===== src/rtl/color_gain_pkg.sv =====
package color_gain_pkg;
  localparam int unsigned NUM_GAINS = 4;
  localparam int unsigned GAIN_W    = 6;
  localparam int unsigned IDX_W     = $clog2(NUM_GAINS);

  typedef enum logic {
    MODE_3C = 1'b0,
    MODE_4C = 1'b1
  } cmode_e;
endpackage


===== src/rtl/cs_sync_edge.sv =====
module cs_sync_edge #(
  parameter int unsigned N = 2
) (
  input  logic         clk_i,
  input  logic         rst_ni,
  input  logic [N-1:0] sig_i,
  output logic [N-1:0] rise_o
);
  for (genvar g = 0; g < N; g++) begin : g_edge
    logic prev_q;
    always_ff @(posedge clk_i or negedge rst_ni) begin
      if (!rst_ni) prev_q <= 1'b0;
      else         prev_q <= sig_i[g];
    end
    assign rise_o[g] = sig_i[g] & ~prev_q;
  end
endmodule


===== src/rtl/cs_seq_ctrl.sv =====
module cs_seq_ctrl
  import color_gain_pkg::*;
(
  input  logic             clk_i,
  input  logic             rst_ni,
  input  logic             vd_rise_i,
  input  logic             hd_rise_i,
  input  logic             mode_sel_i,
  output logic [IDX_W-1:0] idx_o,
  output cmode_e           mode_o,
  output logic             pend_o,
  output logic             restart_o
);
  logic [IDX_W-1:0] idx_q;
  logic [IDX_W-1:0] last_idx;
  cmode_e           mode_q;
  logic             pend_q;

  assign last_idx  = (mode_q == MODE_4C) ? IDX_W'(3) : IDX_W'(2);
  // only a frame edge seen at an earlier strobe arms the restart
  assign restart_o = hd_rise_i & pend_q;

  always_ff @(posedge clk_i or negedge rst_ni) begin
    if (!rst_ni) begin
      idx_q  <= '0;
      mode_q <= MODE_3C;
      pend_q <= 1'b0;
    end else begin
      if (restart_o) begin
        idx_q  <= '0;
        mode_q <= cmode_e'(mode_sel_i);
      end else if (idx_q >= last_idx) begin
        idx_q  <= '0;
      end else begin
        idx_q  <= idx_q + 1'b1;
      end
      pend_q <= vd_rise_i | (pend_q & ~hd_rise_i);
    end
  end

  assign idx_o  = idx_q;
  assign mode_o = mode_q;
  assign pend_o = pend_q;
endmodule


===== src/rtl/cs_gain_bank.sv =====
module cs_gain_bank
  import color_gain_pkg::*;
(
  input  logic              clk_i,
  input  logic              rst_ni,
  input  logic              wr_en_i,
  input  logic [IDX_W-1:0]  wr_addr_i,
  input  logic [GAIN_W-1:0] wr_data_i,
  input  logic [IDX_W-1:0]  rd_idx_i,
  output logic [GAIN_W-1:0] gain_o,
  output logic [IDX_W-1:0]  idx_o
);
  logic [GAIN_W-1:0] regs_q [NUM_GAINS];

  for (genvar g = 0; g < NUM_GAINS; g++) begin : g_reg
    always_ff @(posedge clk_i or negedge rst_ni) begin
      if (!rst_ni)                                  regs_q[g] <= '0;
      else if (wr_en_i && wr_addr_i == IDX_W'(g))   regs_q[g] <= wr_data_i;
    end
  end

  always_ff @(posedge clk_i or negedge rst_ni) begin
    if (!rst_ni) begin
      gain_o <= '0;
      idx_o  <= '0;
    end else begin
      gain_o <= regs_q[rd_idx_i];
      idx_o  <= rd_idx_i;
    end
  end
endmodule


===== src/rtl/color_gain_seq.sv =====
module color_gain_seq
  import color_gain_pkg::*;
(
  input  logic              clk_i,
  input  logic              rst_ni,
  input  logic              vd_i,
  input  logic              hd_i,
  input  logic              mode_sel_i,
  input  logic              wr_en_i,
  input  logic [IDX_W-1:0]  wr_addr_i,
  input  logic [GAIN_W-1:0] wr_data_i,
  output logic [GAIN_W-1:0] gain_o,
  output logic [IDX_W-1:0]  gain_idx_o
);
  logic [1:0]       rise;
  logic [IDX_W-1:0] idx;
  cmode_e           mode;
  logic             pend;
  logic             restart;

  cs_sync_edge #(.N(2)) u_edge (
    .clk_i  (clk_i),
    .rst_ni (rst_ni),
    .sig_i  ({hd_i, vd_i}),
    .rise_o (rise)
  );

  cs_seq_ctrl u_ctrl (
    .clk_i      (clk_i),
    .rst_ni     (rst_ni),
    .vd_rise_i  (rise[0]),
    .hd_rise_i  (rise[1]),
    .mode_sel_i (mode_sel_i),
    .idx_o      (idx),
    .mode_o     (mode),
    .pend_o     (pend),
    .restart_o  (restart)
  );

  cs_gain_bank u_bank (
    .clk_i     (clk_i),
    .rst_ni    (rst_ni),
    .wr_en_i   (wr_en_i),
    .wr_addr_i (wr_addr_i),
    .wr_data_i (wr_data_i),
    .rd_idx_i  (idx),
    .gain_o    (gain_o),
    .idx_o     (gain_idx_o)
  );
endmodule


===== config.mk =====
export PLATFORM = sky130hd
export DESIGN_NAME = color_gain_seq
export DESIGN_NICKNAME = d
export VERILOG_FILES = /design/src/rtl/color_gain_pkg.sv /design/src/rtl/cs_sync_edge.sv /design/src/rtl/cs_seq_ctrl.sv /design/src/rtl/cs_gain_bank.sv /design/src/rtl/color_gain_seq.sv
export SDC_FILE = /design/constraint.sdc
export NUM_CORES = 1
export LEC_CHECK = 0
export BUFFER_PORTS_ARGS = -buffer_cell sky130_fd_sc_hd__buf_2
export CAP_MARGIN = 0
export CORE_UTILIZATION = 50
export DETAILED_ROUTE_END_ITERATION = 7
export GPL_ROUTABILITY_DRIVEN = 0
export HOLD_SLACK_MARGIN = 0.05
export PLACE_DENSITY = 0.67
export REMOVE_ABC_BUFFERS = 1
export SLEW_MARGIN = 25
export SYNTH_ARGS = -nofsm -noshare
export SYNTH_HDL_FRONTEND = slang
export SYNTH_SLANG_ARGS = --single-unit

===== constraint.sdc =====
create_clock -name clk_i -period 1.6 [get_ports clk_i]
set_input_delay 0.32 -clock clk_i [delete_from_list [all_inputs] [get_ports clk_i]]
set_output_delay 0.32 -clock clk_i [all_outputs]
set_load 0.03 [all_outputs]

==> results.toml <==
[clock_network]
cts_setup_buffers = 0
clk_pin_slew_ns = 0.10
cts_buffers = 5
clockRootBuffer = "clkbuf_4"
h-tree-depth = 2
cts_num_sinks = 38
cts_tree = "yes"
cts.path.max_buffers = 2
worstSkewPairLatency_ns = 0.33

[timing]
tightest_slew_ns = 0.4568
clock_skew_ns = 0.006324
setup_tns_ns = 0
fmax_mhz = 829.4
fin_ws_ns = 0.3943
slew_headroom = 0.6954
layout_min_cycle_time_ns = 1.206
hold_ws_ns = 0.1122
final_hold_viol_count = 0
period_share = 0.7536
slew_violations = 0
setup_viol = 0
grt_setup_unrepaired = "no"

[placed_design]
port_buffers = 21
place_ws_ns = 0.2586
placed_area_mm2 = 0.001654
dp_hpwl_mm = 1.561

[grt]
overflow = 0
grt_pass1_wl_mm = 3.864
grt_usage = 0.1703
grt_pass1_vias = 793
grt_max_degree = 39
antenna_found_initial = 0

[detailed_routing]
wl_mm = 2.266
wl_per_cell_um = 15.41
routed_via_density = 5.442
ant_nets = 0
drc_errors = 0
vias = 800
drtIter0Drc = 12
drtPass1Iterations = 4

[setup_path]
start_kind = "register"
crit_cells = 2
crit_chain = "buf_4, mux4_2"
r2r_slack_ns = 0.39
critPathArrivalTime_ns = 1.42
required_ns = 1.81
cpMaxStageDelayCell = "mux4_2"
cp_max_fo = 9
slowest_delay_ns = 0.52
critPathKind = "reg2reg"
reg2reg_depth = 2
endpoint_kind = "register"
crit_family = "multiplexers"
timing.critical_path.buf_inv = 1

[finish]
fin_area_mm2 = 0.001724
antenna_cells = 0
area_growth_pct = 15.12
final_common_cell = "dfrtp_1"
n_fill_cell = 231
final-seq-area_um2 = 950.9
most-common-layout-cells = "38 x dfrtp_1, 25 x mux2_2, 21 x buf_2"
finalNetCount = 130
multi_input_area_um2 = 529.3
utilization = 0.6146
drive_above_1_share = 0.5603

[synth]
synth.area.top_cells = "dfrtp_1 63%, mux2_2 19%, mux4_2 9.0%, nand3b_2 1.5%, nor3b_4 1.3%"
synth_warnings = 0
synth_top_area_share = 0.6349
syn_area_mm2 = 0.001498
synth-seq-area-share = 0.6349
syn_area_per_cell_um2 = 17.62
synth_cells = 85
ys_types = 14
yosys.area.top_type = "dfrtp_1"
ys_ff_latch = 38

[pwr]
power_frac_comb = 0.322
power_density_mw_per_mm2 = 1545
p_switching_mw = 0.8362
pwr-share-clk = 0.186
sw_frac_of_total = 0.3139
vdd_drop_max_uv = 735.5
power.leakage_nw = 0.7857
pwr-share-seq = 0.492
internal_power_mw = 1.828

[run]
maxCapViolCount = 0

[floorplan]
core_area_mm2 = 0.002805
die_h_um = 56.73
std_cell_rows = 19
dieArea_mm2 = 0.003218
initial_core_util = 0.5339
die_w_um = 56.73
io_pins = 22

[status]
outcome = "finished clean"

[hold_path]
whs_path_depth = 1
hp-class = "in2reg"
-- layout make-up --
class / instances / share of cell area
multi-input cells: 43 / 0.3070
well taps: 31 / 0.02250
flip-flops and latches: 38 / 0.5515
clock inverters: 1 / 0.002903
repair buffers: 25 / 0.07983
clock buffers: 7 / 0.03193
inverters: 2 / 0.004354
-- metrics by stage --
stage / total power [mW] / cells
after floorplan: 1.928 / 83
after global placement: 2.175 / 138
after detailed placement: 2.199 / 138
after CTS: 2.697 / 147
after global routing: 2.813 / 147
final: 2.664 / 147
-- cell families (layout without fill, tap and decap cells) --
group,after synthesis,after routing,share of synthesized area
flops,38,38,0.6349
mux,31,31,0.2782
simple gates,7,7,0.04511
buf+inv,4,35,0.01170
compound gates,3,3,0.01587
fa+ha+maj,1,1,0.008353
xor+xnor,1,1,0.005849
-- final timing paths --
| check | startpoint | to |
|---|---|---|
| max in group asynchronous | rst_ni | u_ctrl.idx_o[0] |
| max | u_ctrl.idx_o[0] | u_bank.gain_o[5] |
| min in group asynchronous | rst_ni | u_bank.gain_o[2] |
| min reg2reg | u_ctrl.pend_o | u_ctrl.pend_o |
| min | vd_i | u_edge.g_edge[0].prev_q |
| max reg2reg | u_ctrl.idx_o[0] | u_bank.gain_o[5] |
-- power groups by stage --
stage	combinational, mW	clock, mW	sequential, mW
6_report	0.857	0.496	1.31
5_1_grt	0.905	0.566	1.34
4_1_cts	0.867	0.516	1.31
3_5_place_dp	0.865	0	1.33
3_3_place_gp	0.848	0	1.33
2_1_floorplan	0.355	0	1.57
-- state kept, by name, summed over array words and instances, names as in the netlist --
signal / cells
u_ctrl.idx_o: 2
u_ctrl.pend_o: 1
u_edge.g_edge.prev_q: 2
u_ctrl.mode_o: 1
u_bank.gain_o: 6
u_bank.idx_o: 2
u_bank.regs_q: 24
-- synthesized netlist by cell type --
cell,n
mux4_2,6
xnor2_1,1
inv_1,2
nand3b_2,2
nand2b_1,2
nor3b_4,1
and3b_1,1
mux2_2,25
buf_2,2
dfrtp_1,38
nand3_1,1
ha_1,1
a211oi_1,2
a22o_1,1
-- per-layer routing --
metal	wire length [µm]	global-route usage	vias to the layer above	share of wire
met1	1044	0.2157	406	0.46
met4	14	0.05226	0	0.0062
met5	0	0	-	0
li1	-	-	373	-
met3	103	0.07604	2	0.045
met2	1104	0.2653	19	0.49
-- repair_timing --
item	4_1_cts	5_1_grt
resized for setup	0	0
hold buffers	1	0
endpoints found under the hold margin	38	0
Note: power is estimated with default switching activity, not from simulation.
